[config.mk]
export PLATFORM = sky130hd
export DESIGN_NAME = regaddr_seq
export DESIGN_NICKNAME = d
export VERILOG_FILES = /design/src/rtl/regaddr_seq_pkg.sv /design/src/rtl/regaddr_range_find.sv /design/src/rtl/regaddr_span_sel.sv /design/src/rtl/regaddr_stepper.sv /design/src/rtl/regaddr_seq.sv
export SDC_FILE = /design/constraint.sdc
export NUM_CORES = 1
export LEC_CHECK = 0
export BUFFER_PORTS_ARGS = -buffer_cell sky130_fd_sc_hd__buf_2
export CAP_MARGIN = 20
export CELL_PAD_IN_SITES_DETAIL_PLACEMENT = 2
export CELL_PAD_IN_SITES_GLOBAL_PLACEMENT = 2
export CORE_AREA = 2 2 52 49
export CTS_CLUSTER_DIAMETER = 150
export DETAILED_ROUTE_END_ITERATION = 8
export DIE_AREA = 0 0 54 51
export GPL_ROUTABILITY_DRIVEN = 0
export GPL_TIMING_DRIVEN = 0
export PLACE_DENSITY_LB_ADDON = 0.1
export SYNTH_ARGS = -nofsm -noshare
export SYNTH_HDL_FRONTEND = slang
export SYNTH_SLANG_ARGS = --single-unit
export TNS_END_PERCENT = 20
[constraint.sdc]
create_clock -name clk -period 2.3 [get_ports clk]
set_input_delay 0.345 -clock clk [delete_from_list [all_inputs] [get_ports clk]]
set_output_delay 0.345 -clock clk [all_outputs]
set_load 0.02 [all_outputs]
[src/rtl/regaddr_seq_pkg.sv]
package regaddr_seq_pkg;

    typedef enum logic [1:0] {
        LOOP_HOLD  = 2'b00,
        LOOP_GROUP = 2'b01,
        LOOP_TYPE  = 2'b10,
        LOOP_MAP   = 2'b11
    } loop_mode_e;

    typedef enum logic {
        SEQ_IDLE = 1'b0,
        SEQ_RUN  = 1'b1
    } seq_state_e;

endpackage

[src/rtl/regaddr_range_find.sv]
// Finds the contiguous span that contains an address, given a list of
// ascending span base addresses. The last span ends at the map top; any
// address above the map top falls in the last span.
module regaddr_range_find #(
    parameter int ADDR_W = 4,
    parameter int NUM    = 3,
    parameter int MAP_HI = 11,
    parameter logic [NUM*ADDR_W-1:0] LO_LIST = '0
) (
    input  logic [ADDR_W-1:0] cur,
    output logic [ADDR_W-1:0] span_lo,
    output logic [ADDR_W-1:0] span_hi
);

    localparam logic [ADDR_W-1:0] MAP_TOP = ADDR_W'(MAP_HI);

    logic [ADDR_W-1:0] lo_v [NUM];
    logic [ADDR_W-1:0] hi_v [NUM];
    logic [NUM-1:0]    hit;

    for (genvar g = 0; g < NUM; g++) begin : g_span
        assign lo_v[g] = LO_LIST[g*ADDR_W +: ADDR_W];
        if (g == NUM - 1) begin : g_last
            assign hi_v[g] = MAP_TOP;
        end else begin : g_mid
            assign hi_v[g] = LO_LIST[(g+1)*ADDR_W +: ADDR_W] - ADDR_W'(1);
        end
        assign hit[g] = (cur >= lo_v[g]);
    end

    // Highest matching base wins, since bases ascend.
    always_comb begin
        span_lo = lo_v[0];
        span_hi = hi_v[0];
        for (int i = 0; i < NUM; i++) begin
            if (hit[i]) begin
                span_lo = lo_v[i];
                span_hi = hi_v[i];
            end
        end
    end

endmodule

[src/rtl/regaddr_span_sel.sv]
// Chooses the wrap span for the current address from the loop mode.
module regaddr_span_sel
    import regaddr_seq_pkg::*;
#(
    parameter int ADDR_W     = 4,
    parameter int MAP_HI     = 11,
    parameter int NUM_GROUPS = 3,
    parameter int NUM_TYPES  = 2,
    parameter logic [NUM_GROUPS*ADDR_W-1:0] GROUP_LO_LIST = '0,
    parameter logic [NUM_TYPES*ADDR_W-1:0]  TYPE_LO_LIST  = '0
) (
    input  logic [ADDR_W-1:0] cur,
    input  loop_mode_e        mode,
    output logic [ADDR_W-1:0] span_lo,
    output logic [ADDR_W-1:0] span_hi,
    output logic              hold
);

    localparam logic [ADDR_W-1:0] MAP_TOP = ADDR_W'(MAP_HI);

    logic [ADDR_W-1:0] grp_lo, grp_hi, typ_lo, typ_hi;

    regaddr_range_find #(
        .ADDR_W (ADDR_W),
        .NUM    (NUM_GROUPS),
        .MAP_HI (MAP_HI),
        .LO_LIST(GROUP_LO_LIST)
    ) u_grp (
        .cur    (cur),
        .span_lo(grp_lo),
        .span_hi(grp_hi)
    );

    regaddr_range_find #(
        .ADDR_W (ADDR_W),
        .NUM    (NUM_TYPES),
        .MAP_HI (MAP_HI),
        .LO_LIST(TYPE_LO_LIST)
    ) u_typ (
        .cur    (cur),
        .span_lo(typ_lo),
        .span_hi(typ_hi)
    );

    always_comb begin
        span_lo = '0;
        span_hi = MAP_TOP;
        hold    = 1'b0;
        unique case (mode)
            LOOP_MAP: begin
                span_lo = '0;
                span_hi = MAP_TOP;
            end
            LOOP_TYPE: begin
                span_lo = typ_lo;
                span_hi = typ_hi;
            end
            LOOP_GROUP: begin
                span_lo = grp_lo;
                span_hi = grp_hi;
            end
            LOOP_HOLD: begin
                hold = 1'b1;
            end
            default: hold = 1'b1;
        endcase
    end

endmodule

[src/rtl/regaddr_stepper.sv]
// One advance step: wrap to the span base once the span top is reached
// or passed, otherwise add one.
module regaddr_stepper #(
    parameter int ADDR_W = 4
) (
    input  logic [ADDR_W-1:0] cur,
    input  logic [ADDR_W-1:0] span_lo,
    input  logic [ADDR_W-1:0] span_hi,
    input  logic              hold,
    output logic [ADDR_W-1:0] nxt
);

    always_comb begin
        if (hold) begin
            nxt = cur;
        end else if (cur >= span_hi) begin
            nxt = span_lo;
        end else begin
            nxt = cur + ADDR_W'(1);
        end
    end

endmodule

[src/rtl/regaddr_seq.sv]
module regaddr_seq
    import regaddr_seq_pkg::*;
#(
    parameter int ADDR_W     = 4,
    parameter int MAP_HI     = 11,
    parameter int NUM_GROUPS = 3,
    parameter int NUM_TYPES  = 2,
    parameter logic [NUM_GROUPS*ADDR_W-1:0] GROUP_LO_LIST = {4'd8, 4'd6, 4'd0},
    parameter logic [NUM_TYPES*ADDR_W-1:0]  TYPE_LO_LIST  = {4'd6, 4'd0}
) (
    input  logic              clk,
    input  logic              rst,
    input  logic              cmd_start,
    input  logic [ADDR_W-1:0] start_addr,
    input  logic              reg_done,
    input  logic [1:0]        loop_mode,
    output logic [ADDR_W-1:0] rd_addr
);

    seq_state_e        state_q, state_d;
    logic [ADDR_W-1:0] addr_q, addr_d;
    logic [ADDR_W-1:0] span_lo, span_hi, step_addr;
    logic              span_hold;

    regaddr_span_sel #(
        .ADDR_W       (ADDR_W),
        .MAP_HI       (MAP_HI),
        .NUM_GROUPS   (NUM_GROUPS),
        .NUM_TYPES    (NUM_TYPES),
        .GROUP_LO_LIST(GROUP_LO_LIST),
        .TYPE_LO_LIST (TYPE_LO_LIST)
    ) u_span (
        .cur    (addr_q),
        .mode   (loop_mode_e'(loop_mode)),
        .span_lo(span_lo),
        .span_hi(span_hi),
        .hold   (span_hold)
    );

    regaddr_stepper #(
        .ADDR_W(ADDR_W)
    ) u_step (
        .cur    (addr_q),
        .span_lo(span_lo),
        .span_hi(span_hi),
        .hold   (span_hold),
        .nxt    (step_addr)
    );

    // State register
    always_ff @(posedge clk) begin
        if (rst) begin
            state_q <= SEQ_IDLE;
        end else begin
            state_q <= state_d;
        end
    end

    // Transitions and address selection
    always_comb begin
        state_d = state_q;
        addr_d  = addr_q;
        unique case (state_q)
            SEQ_IDLE: begin
                if (cmd_start) begin
                    state_d = SEQ_RUN;
                    addr_d  = start_addr;
                end
            end
            SEQ_RUN: begin
                if (cmd_start) begin
                    addr_d = start_addr;
                end else if (reg_done) begin
                    addr_d = step_addr;
                end
            end
            default: state_d = SEQ_IDLE;
        endcase
    end

    // Output register
    always_ff @(posedge clk) begin
        if (rst) begin
            addr_q <= '0;
        end else begin
            addr_q <= addr_d;
        end
    end

    assign rd_addr = addr_q;

endmodule

==> results of run 1 <==
==> per-layer routing <==
| metal | wire [um] | up-vias |
|---|---|---|
| li1 | - | 272 |
| met1 | 763 | 252 |
| met2 | 775 | 12 |
| met3 | 67 | 2 |
| met4 | 20 | 0 |
| met5 | 0 | - |
==> area by class of cell <==
class / count / area [um^2]
Inverter: 5 / 18.8
Sequential cell: 5 / 108
Timing Repair Buffer: 15 / 82.6
Buffer: 1 / 11.3
Tap cell: 28 / 35.0
Multi-Input combinational cell: 54 / 485
Clock buffer: 4 / 26.3
Fill cell: 268 / 1530
==> worst paths after layout <==
kind	from	to	slack, ns	cells after the start
max	rd_addr[0]	rd_addr[2]	0.1	11
min	cmd_start	state_q	0.36	3
max reg2reg	rd_addr[0]	rd_addr[2]	0.1	11
min reg2reg	state_q	state_q	0.53	2
==> cell usage in the layout (no fill, tap or decap), types with 2 or more instances in the layout <==
cell / netlist / routed
dfxtp_4: 0 / 2
ha_4: 0 / 3
a21oi_2: 1 / 5
clkbuf_4: 0 / 3
buf_2: 0 / 12
nand2_1: 4 / 3
ha_1: 8 / 5
nor2_1: 7 / 6
buf_4: 0 / 3
o21a_1: 3 / 3
o31ai_1: 2 / 2
a21oi_1: 7 / 3
dfxtp_1: 5 / 3
o21ai_0: 3 / 2
inv_1: 5 / 4
==> cell usage after synthesis (all sizes together) <==
cell	n
a21oi	8
or2b	1
o311a	1
nand2	4
buf	1
or3b	1
mux2	1
dfxtp	5
and4bb	1
and3	1
and3b	1
o21ai	4
a22o	1
inv	5
nand2b	2
a21o	1
o31ai	2
or2	1
nor3	1
ha	8
nand3	1
a211oi	1
nor2	7
o21a	3
nor2b	2
nand4	1
==> registers in the layout, summed over array words and instances (netlist names) <==
signal	cells
state_q	1
rd_addr	4
==> stage by stage <==
stage	worst slack (ns)	hold slack (ns)
finish	0.0965	0.362
CTS	-0.00271	0.357
global placement	-0.173	0.523
floorplan	0.0679	0.416
global route	-0.0149	0.359
detailed placement	-0.188	0.534
==> kinds of logic after synthesis <==
logic type                 count (synthesis)  share of synthesized area
muxes                                      1                     0.0213
DFF                                        5                      0.189
buffers and inverters                      6                     0.0567
adders and majority gates                  8                      0.189
and+or+nand+nor                           24                      0.262
AOI/OAI and AO/OA                         21                      0.281
==> tightest hold or removal path: stages <==
cell	delay [ns]
buf_6	0.11
nor2_1	0.05
nor2_1	0.07
==> what timing repair did <==
action | 4_1_cts | 5_1_grt
endpoints found under the setup margin | 3 | 3
resized for setup | 6 | 15
pin swaps | 3 | 11
setup buffers | 3 | 0
==> power by group through the flow <==
stage                     combinational (W)  clock [W]  sequential [W]
after floorplan                   0.0000676          0        0.000112
after global placement             0.000103          0        0.000109
after detailed placement           0.000106          0        0.000109
after CTS                          0.000122   0.000113        0.000106
after global routing               0.000165   0.000126        0.000109
final                              0.000149   0.000107        0.000107
==> metrics.cfg, run 1 <==
[status]
status=completed

[synthesis]
netlist_area_um2=529
netlist.area_leader.share=0.189
syn-num-nets=83
synth_seq_area_share=0.189
yosys_warnings=0
synth-seq-cells=5
synth_top_area_cell=dfxtp_1
syn_avg_cell_area_um2=8.14
syn-instance-count=65
yosysUniqueCellTypes=29
synth_area_leaders=dfxtp_1, ha_1, a21oi_1

[power_and_ir_drop]
leakage_nw=0.332
switching_share=0.359
finalPower_w=0.000363
pwr-share-comb=0.410
p_clk_frac=0.296
p_switching_w=0.000130
intPower_w=0.000233
pwr-share-seq=0.295
powerDensity_nw_per_um2=473
irDropWorstVdd_mv=0.261

[global_route]
grt_usage=0.144
antenna_found_initial=0
use_met2=0.215
grt_max_degree=11
use_met3=0.0614
grt_use_met1=0.182
grt_pass1_vias=576
grt_pass1_wl_um=2760
busiest_layer=met2
grt-ovfl-total=0

[sta]
worst_pin_slew_ns=0.368
skew_ns=0.00264
max_slew_margin=0.755
post-route-period-util=0.958
finalHoldViolCount=0
fmax_mhz=454
finalSetupViolCount=0
tns_ns=0
slew_violations=0
period_needed_ns=2.20

[clock_network]
clkTransAtPathRegs_ns=0.05
cts_buffers=3
clock_sinks=5
cts.path.max_buffers=2
cts-root-buf=clkbuf_4
ctsHoldBuffers=0
cts_tree=yes
clock_latency_ns=0.25
cts_htree_levels=1

[critical_path]
required_ns=2.48
critPathMaxStageDelay_ns=0.42
critPathSlowestCell=or3b_4
cp_data_arrival_time_ns=2.38
critPathCaptureType=flop
crit_family=simple AND/OR/NAND/NOR gates
crit_chain=inv_2, ha_4, o21a_1, nor2_2, a21oi_2, nand2b_4, ha_4, nand2_4, o21ai_4, or3b_4, a21oi_2
crit_type=reg2reg
cp_num_buf_inv=1
startpoint_type=flop
cp_max_fo=3

[route]
vias_per_cell=4.80
wirelength_um=1630
vias=538
drc=0
dr.pass1.iters=3
antenna_left=0
drt_iter0_drc=3
wl_per_cell_um=14.5

[finish]
final_nets=103
drive_gt1_frac=0.500
instances_no_fill=112
area_growth_pct=44.9
fin_util=0.334
n_antenna_cell=0
stdcell_area_um2=767

[die]
coreArea_um2=2300
die_y_um=51
io_pins=14
start_util=0.230
rows=17
die-area_um2=2750
die_width_um=54

[hold_path]
hold_path.class=in2reg

[place]
dp_cells=105
io_buffer_count=12
post-dp-hpwl_um=1170
placed_cell_area_um2=626

[run]
drv_cap=0

No activity file was read; power rests on OpenSTA's default activity.
==> run 2, diff against run 1 <==
--- a/config.mk
+++ b/config.mk
@@ -9,14 +9,15 @@
 export CAP_MARGIN = 20
 export CELL_PAD_IN_SITES_DETAIL_PLACEMENT = 2
 export CELL_PAD_IN_SITES_GLOBAL_PLACEMENT = 2
-export CORE_AREA = 2 2 52 49
+export CORE_AREA = 2 2 61 57
 export CTS_CLUSTER_DIAMETER = 150
 export DETAILED_ROUTE_END_ITERATION = 8
-export DIE_AREA = 0 0 54 51
+export DIE_AREA = 0 0 63 59
 export GPL_ROUTABILITY_DRIVEN = 0
 export GPL_TIMING_DRIVEN = 0
 export PLACE_DENSITY_LB_ADDON = 0.1
 export SYNTH_ARGS = -nofsm -noshare
 export SYNTH_HDL_FRONTEND = slang
+export SYNTH_HIERARCHICAL = 1
 export SYNTH_SLANG_ARGS = --single-unit
 export TNS_END_PERCENT = 20
==> run 2 against run 1 <==
Effect of this change: the run now ends with setup timing left; setup slack worse by 0.10 ns; final area increased by 62%; wire length rose by 56%; clock power is essentially flat; power increased by 41%; first-iteration DRC count grew to 15 times the previous value; cell count up 54%; critical endpoint is now rd_addr[3].
==> metrics.cfg, run 2 <==
[synthesis]
synth_area_leaders=dfxtp_1, ha_1, buf_4
netlist_area_um2=865
synth_compound_area_frac=0.342
async_flop_share=0
synth_mux_area_frac=0
synth-main-ff-cell=dfxtp_1
synth-seq-cells=5
yosysUniqueCellTypes=32
yosysMostFrequentCell=inv_1
ys_top_cells_by_count=inv_1, buf_4, ha_1
syn-instance-count=105
netlist.area_leader.share=0.116
synth_edf_count=0
syn_avg_cell_area_um2=8.23
yosys.area_share.xor_xnor=0
yosys_warnings=6
yosys.area_share.simple=0.203
synth_top_family_by_area=compound AO/OA/AOI/OAI gates
synth_top_area_cell=dfxtp_1
synth_seq_area_share=0.116
yosys.area_share.adder=0.116

[finish]
instances_no_fill=173
mostFrequentLayoutCell=buf_4
mostFrequentLayoutCells=buf_4, buf_2, inv_1
largest_reg_flops=4
final_nets=150
drive_gt1_frac=0.550
multi_input_area_um2=731
stdcell_area_um2=1240
fillers=357
area_growth_pct=43.7
register_area_um2=111
n_antenna_cell=0

[place]
placed_cell_area_um2=1070
io_buffer_count=13
dp_cells=161
post-dp-hpwl_um=1780

[route]
antenna_left=0
wl_per_cell_um=14.7
vias_per_cell=4.73
drc=0
dr.pass1.iters=3
vias=818
wirelength_um=2550
drt_iter0_drc=44

[sta]
fmax_mhz=433
skew_ns=0.00659
rsz0062_at_grt=yes
slew_violations=0
finalHoldViolCount=0
post-route-period-util=1.00
tns_ns=-0.00992
period_needed_ns=2.31
finalSetupViolCount=2
finalWorstSetupSlack_ns=-0.00815

[clock_network]
clock_latency_ns=0.25
cts_buffers=3
cts_htree_levels=1
cts.path.max_buffers=2
cts_tree=yes
cts-root-buf=clkbuf_4
clock_sinks=5
clkTransAtPathRegs_ns=0.05

[hold_path]
holdPathEnd=rd_addr[2]
worstHoldPathCells=3
hp-start=start_addr[2]
hold_path.class=in2reg

[power_and_ir_drop]
p_clk_frac=0.215
switching_share=0.394
powerDensity_nw_per_um2=413
irDropWorstVdd_mv=0.226
leakage_nw=0.516
pwr-share-comb=0.576
pwr-share-seq=0.210
intPower_w=0.000311
finalPower_w=0.000513
p_switching_w=0.000202

[global_route]
grt-ovfl-total=0
grt_usage=0.156
grt_pass1_wl_um=4350
grt_max_degree=11
antenna_found_initial=0
grt_pass1_vias=882

[critical_path]
required_ns=2.44
cp_max_fo=5
cp_data_arrival_time_ns=2.45
startpoint_type=flop
critPathCaptureType=flop
rr_worst_depth=12
r2r_end=rd_addr[3]
reg2reg_from=rd_addr[1]
crit_type=reg2reg
r2r_slack_ns=-0.008

[die]
start_util=0.286
die_y_um=59
die_width_um=63
io_pins=14
die-area_um2=3720
coreArea_um2=3020
rows=19

[status]
status=complete, but fails checks
violations=setup timing

[run]
drv_cap=0

## run 2: how the worst max path moves through the flow
stage	startpoint	to	slack [ns]	cells after the start
detailed placement	loop_mode[0]	rd_addr[1]	-0.44	14
floorplan	rd_addr[2]	rd_addr[1]	0.0005	11
global placement	loop_mode[0]	rd_addr[1]	-0.41	14
finish	rd_addr[1]	rd_addr[3]	-0.008	12
global route	rd_addr[1]	rd_addr[3]	-0.13	12
CTS	loop_mode[0]	rd_addr[1]	0.003	14
## run 2: power groups by stage
| stage | logic [W] | registers [W] | clock network (W) |
|---|---|---|---|
| after CTS | 0.000287 | 0.000107 | 0.000115 |
| after global routing | 0.000324 | 0.000109 | 0.000123 |
| after global placement | 0.000216 | 0.000115 | 0 |
| after detailed placement | 0.000222 | 0.000115 | 0 |
| final | 0.000295 | 0.000107 | 0.000110 |
| after floorplan | 0.000164 | 0.000115 | 0 |
## run 2: routing by layer
layer	up-vias	GRT usage	share of wire
li1	409	-	-
met1	397	0.183	0.46
met2	10	0.286	0.51
met3	2	0.0475	0.026
met4	0	0.0317	0.0051
met5	-	0	0
## run 2: kinds of logic (layout without fill, tap and decap cells)
| logic type | after synthesis | after routing |
|---|---|---|
| flip-flops | 5 | 5 |
| AO/OA/AOI/OAI | 29 | 29 |
| other | 4 | 5 |
| AND/OR/NAND/NOR | 28 | 28 |
| buffers and inverters | 31 | 56 |
| adder cells (fa/ha/maj) | 8 | 8 |
## run 2: timing repair
item,in CTS,in global routing
hold endpoints to repair,0,0
endpoints found under the setup margin,4,4
hold buffers,0,0
resized for setup,11,2
setup buffers,8,0
pin swaps,6,1
## run 2: per-stage QoR
| stage | setup slack, ns | hold slack (ns) | utilization |
|---|---|---|---|
| finish | -0.00815 | 0.346 | 0.412 |
| CTS | 0.00321 | 0.340 | 0.403 |
| floorplan | 0.000525 | 0.405 | - |
| global route | -0.127 | 0.361 | 0.412 |
| global placement | -0.406 | 0.595 | 0.353 |
| detailed placement | -0.437 | 0.608 | 0.353 |
## run 2: worst max-delay path, stage by stage, from the launching register on
cell	delay, ns
dfxtp_4	0.36
a21o_1	0.19
buf_4	0.14
a22oi_2	0.12
nand2_1	0.07
inv_1	0.06
ha_1	0.25
o2111ai_4	0.14
buf_4	0.17
o211ai_1	0.10
o311ai_2	0.10
and4bb_2	0.29
a2111oi_4	0.20
## run 2: final cells by class
| type | instances | area share |
|---|---|---|
| Buffer | 16 | 0.0987 |
| Tap cell | 42 | 0.0423 |
| Inverter | 15 | 0.0554 |
| Timing Repair Buffer | 21 | 0.105 |
| Sequential cell | 5 | 0.0896 |
| Clock buffer | 4 | 0.0211 |
| Multi-Input combinational cell | 70 | 0.588 |
==> run 3, diff against run 2 <==
--- a/config.mk
+++ b/config.mk
@@ -7,15 +7,13 @@
 export LEC_CHECK = 0
 export BUFFER_PORTS_ARGS = -buffer_cell sky130_fd_sc_hd__buf_2
 export CAP_MARGIN = 20
-export CELL_PAD_IN_SITES_DETAIL_PLACEMENT = 2
-export CELL_PAD_IN_SITES_GLOBAL_PLACEMENT = 2
-export CORE_AREA = 2 2 61 57
+export CORE_AREA = 2 2 47 45
 export CTS_CLUSTER_DIAMETER = 150
 export DETAILED_ROUTE_END_ITERATION = 8
-export DIE_AREA = 0 0 63 59
+export DIE_AREA = 0 0 49 47
 export GPL_ROUTABILITY_DRIVEN = 0
 export GPL_TIMING_DRIVEN = 0
-export PLACE_DENSITY_LB_ADDON = 0.1
+export PLACE_DENSITY = 0.72
 export SYNTH_ARGS = -nofsm -noshare
 export SYNTH_HDL_FRONTEND = slang
 export SYNTH_HIERARCHICAL = 1
==> run 3 against run 2 <==
Effect of this change: highest routed layer is now met3; sequential share of layout area up 0.28 points; via count down 5.9%; sequential power about the same; wire length is 25% lower; largest power group unchanged; critical endpoint is now rd_addr[1]; clock skew decreased by 0.0048 ns; critical path depth fell by 1; setup slack lost 0.016 ns; the flow still finishes with violations (setup timing); first-iteration DRC count decreased by 82%; global-route usage grew 1.3 points; register-to-register slack lost 0.02 ns; final area down 3.0%; clock-buffer cell count stayed put.
==> metrics.cfg, run 3 (synthesis gave the netlist of run 2 again) <==
[status]
status=complete, but fails checks
violations=setup timing

[critical_path]
critPathCaptureType=flop
critPathSlowestCell=dfxtp_4
crit_type=reg2reg
startpoint_type=flop
required_ns=2.42
crit_family=compound AO/OA/AOI/OAI gates
cp_num_buf_inv=2
crit_chain=a21o_1, buf_4, a22oi_2, nand2_1, inv_2, ha_4, o2111ai_4, and2_4, a221o_1, nor4bb_2, a2111oi_2
cp_data_arrival_time_ns=2.44
critPathMaxStageDelay_ns=0.35
cp_max_fo=5

[sta]
finalHoldViolCount=0
fmax_mhz=430
period_needed_ns=2.32
finalWorstSetupSlack_ns=-0.0241
skew_ns=0.00180
post-route-period-util=1.01
rsz0062_at_grt=yes
finalSetupViolCount=1
slew_violations=0

[finish]
mostFrequentLayoutCells=buf_4, buf_2, inv_1
largest_reg_flops=4
stdcell_area_um2=1200
multi_input_area_um2=737
mostFrequentLayoutCell=buf_4
register_area_um2=111
area_growth_pct=39.4
final_nets=148
fillers=170
n_antenna_cell=0
drive_gt1_frac=0.550

[power_and_ir_drop]
p_switching_w=0.000186
pwr-share-comb=0.580
intPower_w=0.000310
switching_share=0.375
powerDensity_nw_per_um2=411
p_clk_frac=0.206
finalPower_w=0.000495
irDropWorstVdd_mv=0.379
leakage_nw=0.504
pwr-share-seq=0.214

[route]
wl_per_cell_um=12.4
wirelength_um=1910
vias_per_cell=5.00
vias=770
dr.pass1.iters=4
drt_iter0_drc=8
antenna_left=0
drc=0

[hold_path]
hold_path.class=in2reg

[run]
drv_cap=0

[die]
die_y_um=47
start_util=0.475
die-area_um2=2300
coreArea_um2=1820
die_width_um=49
rows=15
io_pins=14

[place]
placed_cell_area_um2=1040
post-dp-hpwl_um=1270
dp_slack_ns=-0.366
io_buffer_count=13

[clock_network]
clock_latency_ns=0.24
cts_tree=yes
cts_buffers=3
cts.path.max_buffers=2
cts_htree_levels=1
clkTransAtPathRegs_ns=0.04
cts-root-buf=clkbuf_4
clock_sinks=5

[global_route]
grt_usage=0.170
grt_max_degree=11
grt_pass1_vias=683
antenna_found_initial=0
grt_pass1_wl_um=2950
grt-ovfl-total=0

-- run 3: cell count changes in the layout (fill, tap and decap cells not counted), sizes merged --
cell and change:
buf -2
-- run 3: per-layer routing --
metal	wire length, um	GRT usage	up-vias
met4	0	0	0
li1	-	-	406
met3	53	0.0573	0
met1	910	0.212	353
met5	0	0	-
met2	946	0.310	11
-- run 3: stage by stage --
stage                util  std cells  TNS, ns  hold slack (ns)
finish              0.662        154  -0.0241            0.356
global route        0.662        154   -0.254            0.367
CTS                 0.643        154        0            0.346
detailed placement  0.574        144    -1.13            0.604
global placement    0.574        144    -1.03            0.595
floorplan               -        106        0            0.405
-- run 3: repair_timing --
action                     4_1_cts  5_1_grt
setup endpoints to repair        4        4
pin swaps                        5        7
gates resized for setup          8        7
hold buffers                     0        0
setup buffers                    6        2
-- run 3: cell type report --
type | instances | share of cell area
multi-input cells | 70 | 0.612
repair buffers | 21 | 0.108
flip-flops and latches | 5 | 0.0924
plain buffers | 14 | 0.0831
inverters | 15 | 0.0571
well taps | 25 | 0.0260
clock buffers | 4 | 0.0218
-- run 3: path summary, 6_finish.rpt --
check	to	cells after the start	slack (ns)	start
min	rd_addr[2]	3	0.36	start_addr[2]
max reg2reg	rd_addr[1]	11	-0.02	rd_addr[1]
max	rd_addr[1]	11	-0.02	rd_addr[1]
min reg2reg	state_q	3	0.62	state_q
-- run 3: worst reg2reg max path: stages, from the launching register on --
cell       delay [ns]
dfxtp_4          0.35
a21o_1           0.22
buf_4            0.14
a22oi_2          0.13
nand2_1          0.08
inv_2            0.07
ha_4             0.16
o2111ai_4        0.14
and2_4           0.20
a221o_1          0.31
nor4bb_2         0.33
a2111oi_2        0.07
-- run 3: power groups by stage --
stage | clock [W] | combinational (W) | sequential (W)
after floorplan | 0 | 0.000164 | 0.000115
after global placement | 0 | 0.000208 | 0.000113
after detailed placement | 0 | 0.000213 | 0.000113
after CTS | 0.000105 | 0.000267 | 0.000105
after global routing | 0.000115 | 0.000310 | 0.000107
final | 0.000102 | 0.000287 | 0.000106
